**src/rtl/expop_pkg.sv**
```systemverilog
package expop_pkg;

    // Field geometry: every field, opcode nibble or operand, has the same width.
    localparam int FIELD_W   = 4;
    localparam int N_FIELDS  = 4;
    localparam int N_OPND    = N_FIELDS - 1;
    localparam int WORD_W    = FIELD_W * N_FIELDS;
    localparam int IDX_W     = FIELD_W + 1;
    localparam int CLS_W     = 2;

    localparam logic [FIELD_W-1:0] FIELD_ONES = {FIELD_W{1'b1}};
    localparam logic [FIELD_W-1:0] FIELD_ESC1 = FIELD_ONES - 1'b1;

    typedef logic [FIELD_W-1:0] field_t;
    typedef logic [WORD_W-1:0]  word_t;

    // Class code equals the escape depth, which is also the field that
    // carries the operation number.
    typedef enum logic [CLS_W-1:0] {
        CLS_ADDR3 = 2'd0,
        CLS_ADDR2 = 2'd1,
        CLS_ADDR1 = 2'd2,
        CLS_ADDR0 = 2'd3
    } iclass_e;

    typedef struct packed {
        iclass_e                      cls;
        logic [IDX_W-1:0]             idx;
        field_t [N_OPND-1:0]          opnd;   // [0]=x, [1]=y, [2]=z
        logic [N_OPND-1:0]            mask;
    } decode_t;

    // Number of operations each class encodes for the current field width.
    function automatic int unsigned ops_in_class(input logic [CLS_W-1:0] c);
        case (c)
            2'd0:    return (1 << FIELD_W) - 1;
            2'd1:    return (1 << FIELD_W) - 2;
            2'd2:    return (1 << (FIELD_W + 1)) - 1;
            default: return (1 << FIELD_W);
        endcase
    endfunction

    // Field k counted from the most significant end of the word.
    function automatic field_t field_at(input word_t w, input int k);
        return w[WORD_W-1-k*FIELD_W -: FIELD_W];
    endfunction

endpackage

```
**src/rtl/expop_field_split.sv**
```systemverilog
module expop_field_split
    import expop_pkg::*;
(
    input  word_t                 word,
    output field_t [N_FIELDS-1:0] fld,
    output logic   [N_FIELDS-2:0] is_ones,
    output logic                  f1_is_esc1
);

    // Fields are numbered from the top: fld[0] is the leading nibble.
    for (genvar k = 0; k < N_FIELDS; k++) begin : g_fld
        assign fld[k] = field_at(word, k);
    end

    // Escape flags are only needed for the fields that can extend the opcode.
    for (genvar k = 0; k < N_FIELDS - 1; k++) begin : g_ones
        assign is_ones[k] = &fld[k];
    end

    assign f1_is_esc1 = (fld[1] == FIELD_ESC1);

endmodule

```
**src/rtl/expop_class_sel.sv**
```systemverilog
module expop_class_sel
    import expop_pkg::*;
(
    input  logic [N_FIELDS-2:0] is_ones,
    input  logic                f1_is_esc1,
    output iclass_e             cls,
    output logic                grp_hi
);

    logic esc0, esc_one, esc_zero;

    always_comb begin
        esc0     = is_ones[0];
        esc_zero = esc0 && is_ones[1] && is_ones[2];
        esc_one  = esc0 && !esc_zero && (f1_is_esc1 || is_ones[1]);

        if (!esc0)         cls = CLS_ADDR3;
        else if (esc_zero) cls = CLS_ADDR0;
        else if (esc_one)  cls = CLS_ADDR1;
        else               cls = CLS_ADDR2;

        // Upper group of the one-operand class is reached through an
        // all-ones second field rather than the one-below-ones code.
        grp_hi = esc_one && is_ones[1];
    end

endmodule

```
**src/rtl/expop_operand_map.sv**
```systemverilog
module expop_operand_map
    import expop_pkg::*;
(
    input  field_t [N_FIELDS-1:0] fld,
    input  iclass_e               cls,
    input  logic                  grp_hi,
    output decode_t               dec
);

    logic [CLS_W-1:0] depth;
    assign depth = cls;

    // cand[s][d]: what operand slot s would carry at escape depth d.
    field_t [N_OPND-1:0][N_OPND-1:0] cand;
    field_t [N_OPND-1:0]             opnd;
    logic   [N_OPND-1:0]             mask;

    for (genvar s = 0; s < N_OPND; s++) begin : g_slot
        for (genvar d = 0; d < N_OPND; d++) begin : g_depth
            if (s + 1 + d < N_FIELDS) begin : g_src
                assign cand[s][d] = (depth == d) ? fld[s+1+d] : '0;
            end else begin : g_none
                assign cand[s][d] = '0;
            end
        end

        always_comb begin
            opnd[s] = '0;
            for (int d = 0; d < N_OPND; d++) begin
                opnd[s] = opnd[s] | cand[s][d];
            end
            mask[s] = (int'(depth) + s) < N_OPND;
        end
    end

    always_comb begin
        dec.cls  = cls;
        dec.idx  = {(cls == CLS_ADDR1) && grp_hi, fld[depth]};
        dec.opnd = opnd;
        dec.mask = mask;
    end

endmodule

```
**src/rtl/expop_out_stage.sv**
```systemverilog
module expop_out_stage
    import expop_pkg::*;
(
    input  logic    clk,
    input  logic    rst,
    input  logic    in_valid,
    input  decode_t d,
    output decode_t q,
    output logic    q_valid
);

    always_ff @(posedge clk) begin
        if (rst) begin
            q       <= '0;
            q_valid <= 1'b0;
        end else begin
            q_valid <= in_valid;
            if (in_valid) begin
                q <= d;
            end
        end
    end

endmodule

```
**src/rtl/expop_decoder.sv**
```systemverilog
module expop_decoder
    import expop_pkg::*;
(
    input  logic                       clk,
    input  logic                       rst,
    input  logic                       in_valid,
    input  logic [WORD_W-1:0]          in_word,
    output logic                       out_valid,
    output logic [CLS_W-1:0]           out_class,
    output logic [IDX_W-1:0]           out_op_idx,
    output logic [FIELD_W-1:0]         out_opnd_x,
    output logic [FIELD_W-1:0]         out_opnd_y,
    output logic [FIELD_W-1:0]         out_opnd_z,
    output logic [N_OPND-1:0]          out_opnd_mask
);

    field_t [N_FIELDS-1:0] fld;
    logic   [N_FIELDS-2:0] is_ones;
    logic                  f1_is_esc1;
    iclass_e               cls;
    logic                  grp_hi;
    decode_t               dec_comb;
    decode_t               dec_q;

    expop_field_split u_split (
        .word       (in_word),
        .fld        (fld),
        .is_ones    (is_ones),
        .f1_is_esc1 (f1_is_esc1)
    );

    expop_class_sel u_class (
        .is_ones    (is_ones),
        .f1_is_esc1 (f1_is_esc1),
        .cls        (cls),
        .grp_hi     (grp_hi)
    );

    expop_operand_map u_map (
        .fld    (fld),
        .cls    (cls),
        .grp_hi (grp_hi),
        .dec    (dec_comb)
    );

    expop_out_stage u_out (
        .clk      (clk),
        .rst      (rst),
        .in_valid (in_valid),
        .d        (dec_comb),
        .q        (dec_q),
        .q_valid  (out_valid)
    );

    assign out_class     = dec_q.cls;
    assign out_op_idx    = dec_q.idx;
    assign out_opnd_x    = dec_q.opnd[0];
    assign out_opnd_y    = dec_q.opnd[1];
    assign out_opnd_z    = dec_q.opnd[2];
    assign out_opnd_mask = dec_q.mask;

endmodule

```
**config.mk**
```make
export PLATFORM = sky130hd
export DESIGN_NAME = expop_decoder
export DESIGN_NICKNAME = d
export VERILOG_FILES = /design/src/rtl/expop_pkg.sv /design/src/rtl/expop_field_split.sv /design/src/rtl/expop_class_sel.sv /design/src/rtl/expop_operand_map.sv /design/src/rtl/expop_out_stage.sv /design/src/rtl/expop_decoder.sv
export SDC_FILE = /design/constraint.sdc
export NUM_CORES = 1
export LEC_CHECK = 0
export ABC_AREA = 1
export BUFFER_PORTS_ARGS = -buffer_cell sky130_fd_sc_hd__buf_2
export CORE_ASPECT_RATIO = 1.4
export CORE_MARGIN = 3
export CORE_UTILIZATION = 51
export CTS_BUF_LIST = sky130_fd_sc_hd__clkbuf_8
export CTS_CLUSTER_SIZE = 14
export DETAILED_ROUTE_END_ITERATION = 8
export PLACE_DENSITY_LB_ADDON = 0.1
export SETUP_SLACK_MARGIN = 0.4
export SKIP_CTS_REPAIR_TIMING = 1
export SYNTH_ARGS = -nofsm -noshare
export SYNTH_HDL_FRONTEND = slang
export SYNTH_SLANG_ARGS = --single-unit
```
**constraint.sdc**
```tcl
create_clock -name clk -period 1.4 [get_ports clk]
set_input_delay 0.28 -clock clk [delete_from_list [all_inputs] [get_ports clk]]
set_output_delay 0.28 -clock clk [all_outputs]
set_load 0.02 [all_outputs]
```
* Word level (Yosys, flattened, before mapping)
Cells that the tools add are included.
Word-level totals: latch bits 0, memories 0, output and inout bits 23, bits in writable memories 0, logic and storage cells 42, bits of input ports 19, register bits 23, memory bits (read-only) 0
Operators by class: $add $sub $neg 2, bitwise operators 3, shift operators 0, reduce and logical (&&, ||, !) cells 12, div/mod/pow operators 0, mux-type cells 11, equal/unequal tests 3, multipliers 0, order comparisons 4
Operators by type and width (count):
- 32-bit by 3-bit < comparator with 1-bit output (second input constant) | 1
- 4-bit two-way mux | 7
- 4-bit OR | 3
- 4-bit AND reduction | 3
- 4-bit binary-select mux with 2-bit select | 1
- 1-bit logical AND | 6
- 2-bit two-way mux | 3
- 4-bit equality test (second input constant) | 1
- 2-bit by 1-bit adder with 3-bit output (second input constant) | 1
- 2-bit by 2-bit adder with 3-bit output (second input constant) | 1
- 2-bit by 3-bit < comparator with 1-bit output (second input constant) | 1
- 3-bit by 2-bit < comparator with 1-bit output (second input constant) | 1
- 2-bit by 1-bit equality test with 1-bit output (second input constant) | 1
- 2-bit equality test (second input constant) | 1
- 2-bit zero test | 1
- 2-bit < comparator (second input constant) | 1
- 1-bit zero test | 1
- 1-bit logical OR | 1

* Logic depth before layout (Yosys ltp)
depth after elaboration 13, mapped depth 9, gate-level depth less buffers 9

* Modules after synthesis
A second synthesis with hierarchy kept.
Second synthesis, totals: cell total of the unflattened synthesis 260, area total of the unflattened synthesis 1498.9 µm²
Modules (own cells, without submodules):
- expop_out_stage | area each 950.9 µm², instances 1, cells an instance 143, sequential area each 460.4 µm²
- expop_operand_map | area each 337.8 µm², instances 1, cells an instance 80, sequential area each 0.0 µm²
- expop_field_split | area each 165.2 µm², instances 1, cells an instance 28, sequential area each 0.0 µm²
- expop_class_sel | area each 45.0 µm², instances 1, cells an instance 9, sequential area each 0.0 µm²

* Worst setup path after synthesis
OpenSTA, ideal clock, no wires.
path type input to register, start input in_word[15], end register u_out.q[16] in the netlist's numbering, arrival 0.957 ns, slack 0.315 ns, buffers on the path 0, stages on the path 8, setup time 0.128 ns, required time 1.272 ns, path through nand2_2 -> inv_2 -> nand2_4 -> o21bai_4 -> nor2_1 -> nor2_2 -> nor2_1 -> nor2_1
Between the ends: longest elaborated chain between the ends 11
RTL lines:
- start: declaration | RTL line expop_decoder.sv:7 | input logic [WORD_W-1:0] in_word,
- 4-bit AND reduction (*) | RTL line expop_field_split.sv:17 | assign is_ones[k] = &fld[k];
- 1-bit logical AND (2 in a row) | RTL line expop_class_sel.sv:14 | esc_zero = esc0 && is_ones[1] && is_ones[2];
- 1-bit zero test | RTL line expop_class_sel.sv:15 | esc_one = esc0 && !esc_zero && (f1_is_esc1 || is_ones[1]);
- 1-bit logical AND (2 in a row) | RTL line expop_class_sel.sv:15
- 2-bit two-way mux | RTL line expop_class_sel.sv:19 | else if (esc_one) cls = CLS_ADDR1;
- 2-bit two-way mux | RTL line expop_class_sel.sv:18 | else if (esc_zero) cls = CLS_ADDR0;
- 2-bit two-way mux (*) | RTL line expop_class_sel.sv:17 | if (!esc0) cls = CLS_ADDR3;
- 4-bit binary-select mux with 2-bit select (*) | RTL line expop_operand_map.sv:38 | dec.idx = {(cls == CLS_ADDR1) && grp_hi, fld[depth]};
- 4-bit two-way mux (implied by the code) (*) | RTL line expop_operand_map.sv:38
- end signal: assignment | RTL line expop_out_stage.sv:14 | q <= '0;
- end signal: assignment | RTL line expop_out_stage.sv:19 | q <= d;
- end: declaration | RTL line expop_out_stage.sv:8 | output decode_t q,
Mark *: on every way between the ends. The rest lies on a longest branch, timed or not. The select of a mux whose other input is x is not followed. A chain may end at the register's enable or synchronous reset.

* Worst setup path in the final report
start input in_word[12], end register u_out.q[16] in the netlist's numbering
The elaborated chain is that of the path after synthesis.

==> out/qor.txt <==
LAYOUT
-------------------------------------------------------------------------------------------
Finished layout cell area .................................................... 0.00178 sq mm
Ratio of cells with drive above 1 in the final layout ........................        0.491
Final non-filler cell total ..................................................          235
Antenna cells ................................................................            0
Layout overhead on the synthesized area ......................................        51.7%
Number of nets in the final layout ...........................................          234
Utilization after layout .....................................................        0.861

GRT
-------------------------------------------------------------------------------------------
All-Layer GR Usage ...........................................................        0.244
Global Route met3 Usage ......................................................       0.0490
Met2 track utilization from global routing ...................................        0.414
First-pass GRT wire length ...................................................      5370 um
Maximum number of pins on one net before global-route repair .................           21
Busiest grt layer ............................................................         met2
GR met1 Demand/Resource ......................................................        0.282
Global-route congestion overflow total .......................................            0
Via count of the first global-routing pass ...................................         1217
Number of antenna violations at the first check in global routing ............            0

PWR
-------------------------------------------------------------------------------------------
Leak Pwr .....................................................................     0.865 nW
Total power per unit cell area ...............................................  846 mW/mm^2
Overall power after layout ...................................................      1.51 mW
Highest ir drop seen on vdd ..................................................   0.000819 V
Power dissipated by switching net loads ......................................       453 uW
Flop pwr share ...............................................................        0.482
Clock network power share ....................................................        0.270
Part of the total power dissipated in combinational logic ....................        0.248
Switching portion of total power .............................................        0.300
Cell internal pwr ............................................................      1.05 mW

PLACE
-------------------------------------------------------------------------------------------
Routability congestion estimate from global placement ........................        0.889
Count of input and output buffers ............................................           41
Placed cell count ............................................................          224
Worst slack at placement .....................................................      75.9 ps
Placed cell area ............................................................. 0.00145 sq mm
Half-perimeter wire length of the detailed placement result ..................      2450 um

TIMING
-------------------------------------------------------------------------------------------
Post-route clock period utilization ..........................................        0.731
FMAX .........................................................................      977 MHz
Max-slew violations ..........................................................            0
Setup clock skew after layout ................................................         0 ps
Minimum clock period after layout ............................................      1020 ps
Number of hold violations in the final report ................................            0
Worst slew margin ............................................................        0.751
Hold slack ...................................................................       307 ps
Post-layout worst setup margin ...............................................       376 ps
Slew at the pin with the worst max-slew slack ................................       372 ps
Final-layout setup total negative slack ......................................         0 ps
Final setup viols ............................................................            0
RSZ-0062 raised after global routing .........................................         true

SETUP PATH
-------------------------------------------------------------------------------------------
Kind of cell adding the most delay to the critical path ...................... simple AND/OR/NAND/NOR gates
Data arrival at the endpoint of the critical path ............................      1180 ps
Number of buffer and inverter stages on the critical path ....................            1
Cells along the critical path ................................................ buf_6, nand2_8, nor2_8, nand2_4, nand2_4, nor2_1, nand2_1, nand2_1, nor2_1, nor2_1
Worst Setup Path Type ........................................................ primary input to register
Slowest cell on the critical path ............................................       nor2_8
Largest fanout on the critical path ..........................................            7
Largest incremental delay on the critical path ...............................       180 ps
Required time reported for the critical path endpoint ........................      1550 ps
Nature of the critical path endpoint .........................................     register
Startpoint type of the worst setup path ...................................... primary input
Cell repeated most along the worst path ......................................       nor2_1

HOLD PATH
-------------------------------------------------------------------------------------------
Min-Delay Path Class ......................................................... primary input to register

FLOORPLANNING
-------------------------------------------------------------------------------------------
Area of the core region ...................................................... 0.00207 sq mm
IO Pins ......................................................................           42
Vertical die dimension .......................................................      62.8 um
Die X ........................................................................      46.6 um
Initial Utilization ..........................................................        0.568
Floorplan die area ........................................................... 0.00292 sq mm
Count of standard-cell rows ..................................................           19

DRT
-------------------------------------------------------------------------------------------
Routed wire length ...........................................................      3890 um
Detail Route Antenna Nets ....................................................            0
Average vias per placed instance .............................................         6.00
Total iterations of the first detailed-routing run ...........................            4
Total number of vias .........................................................         1410
Remaining DRCs ...............................................................            0
Wirelength per Cell ..........................................................      16.6 um
Number of design-rule violations left by the first detailed-router iteration .           96

LOGIC SYNTHESIS
-------------------------------------------------------------------------------------------
Cell variety after synth .....................................................           23
Number of synthesized register bits ..........................................           23
Post-Synthesis Cells .........................................................          164
Proportion of netlist area held by the largest area contributor ..............        0.392
Syn avg cell area ............................................................   7.16 sq um
Cell taking the most area after synthesis ....................................      dfxtp_1
Portion of the post-synthesis area used by sequential elements ...............        0.392
Number of warnings printed during yosys synthesis ............................            0
Cell types with the largest area share after synthesis ....................... dfxtp_1 39%, nand2_1 9.9%, a21oi_1 8.9%
Syn_nets .....................................................................          183
Synth Cell Area .............................................................. 0.00117 sq mm

JOB
-------------------------------------------------------------------------------------------
Max-cap violations ...........................................................            0

OUTCOME
-------------------------------------------------------------------------------------------
Result of the run ............................................................ finished clean

CLOCK NETWORK
-------------------------------------------------------------------------------------------
Num CTS Buffers ..............................................................            3
CTS root buffer ..............................................................     clkbuf_8
TritonCTS clock tree .........................................................        built
Number of clock sinks seen by CTS ............................................           23
Clock transition at path regs ................................................        80 ps
H-tree level count ...........................................................            1
Maximum buffer depth of the clock tree .......................................            2
Worst-skew pair later-pin latency ............................................       260 ps

state kept, by name, summed over array words and instances, names as in the netlist:
register	count
u_out.q	22
u_out.q_valid	1
per-layer routing:
metal,vias up,share of wire,wire [um]
met5,-,0,0
met4,0,0.035,136
met3,17,0.081,314
met2,83,0.53,2050
met1,666,0.36,1400
li1,644,-,-
cell families after synthesis:
| family | count (synthesis) | share of synthesized area |
|---|---|---|
| AND/OR/NAND/NOR | 71 | 0.309 |
| AO/OA/AOI/OAI | 42 | 0.203 |
| buffers and inverters | 28 | 0.0958 |
| flip-flops | 23 | 0.392 |
worst min-delay path: stages:
cell and delay [ps]:
buf_2 130, nand3_1 80, a21oi_1 50
cell type report:
type                       count  area (sq um)
timing repair buffer          50           434
clock buffer                   3          41.3
fill                         126           287
multi-input combinational    114           693
clock inverter                 1          3.75
inverter                      23          93.8
sequential                    23           489
tap                           21          26.3
Yosys cell counts, drive strengths merged:
| library cell | n |
|---|---|
| o21ai | 12 |
| o22ai | 3 |
| nor2 | 13 |
| clkbuf | 1 |
| a31oi | 1 |
| dfxtp | 23 |
| nand2 | 37 |
| buf | 4 |
| o31ai | 1 |
| o21bai | 1 |
| inv | 23 |
| nand3 | 21 |
| a22oi | 1 |
| a21boi | 2 |
| a21oi | 21 |
placed cells by master (no fill, tap or decap):
cell      Yosys  final
inv_4         0      3
o21ai_1       0      1
buf_4         1     11
dfxtp_2       0     23
o21bai_4      1      1
buf_6         0     25
nand3_4       0      2
nor2_4        0      2
nor2_2        1      3
a22oi_1       1      1
a31oi_1       1      1
nand2_2       4      5
o21ai_0      12     11
nand2_8       0      2
o31ai_1       1      1
a21boi_0      1      1
nor2_1       10      7
nand2_1      31     27
nand3_2       2      2
o22ai_1       3      3
inv_1        18     17
clkbuf_8      0      3
a21oi_1      21     21
a21boi_1      1      1
inv_2         5      4
nand3_1      19     17
nand2_4       2      3
nor2_8        2      2
buf_2         3     14
power by group through the flow:
stage | Sequential (mW) | Clock (mW) | Combinational (mW)
5_1_grt | 0.731 | 0.438 | 0.401
4_1_cts | 0.709 | 0.410 | 0.294
3_5_place_dp | 0.725 | 0 | 0.292
3_3_place_gp | 0.722 | 0 | 0.287
2_1_floorplan | 0.772 | 0 | 0.130
6_report | 0.726 | 0.407 | 0.373
path summary, 6_finish.rpt:
| check | start | end | slack (ps) | cells past startpoint |
|---|---|---|---|---|
| min | in_word[3] | u_out.q[14]$_SDFFE_PP0P_ | 310 | 3 |
| max reg2reg | u_out.q[15]$_SDFFE_PP0P_ | u_out.q[15]$_SDFFE_PP0P_ | 620 | 3 |
| min reg2reg | u_out.q[13]$_SDFFE_PP0P_ | u_out.q[13]$_SDFFE_PP0P_ | 470 | 2 |
| max | in_word[12] | u_out.q[16]$_SDFFE_PP0P_ | 380 | 10 |
No activity file was read; power rests on OpenSTA's default activity.
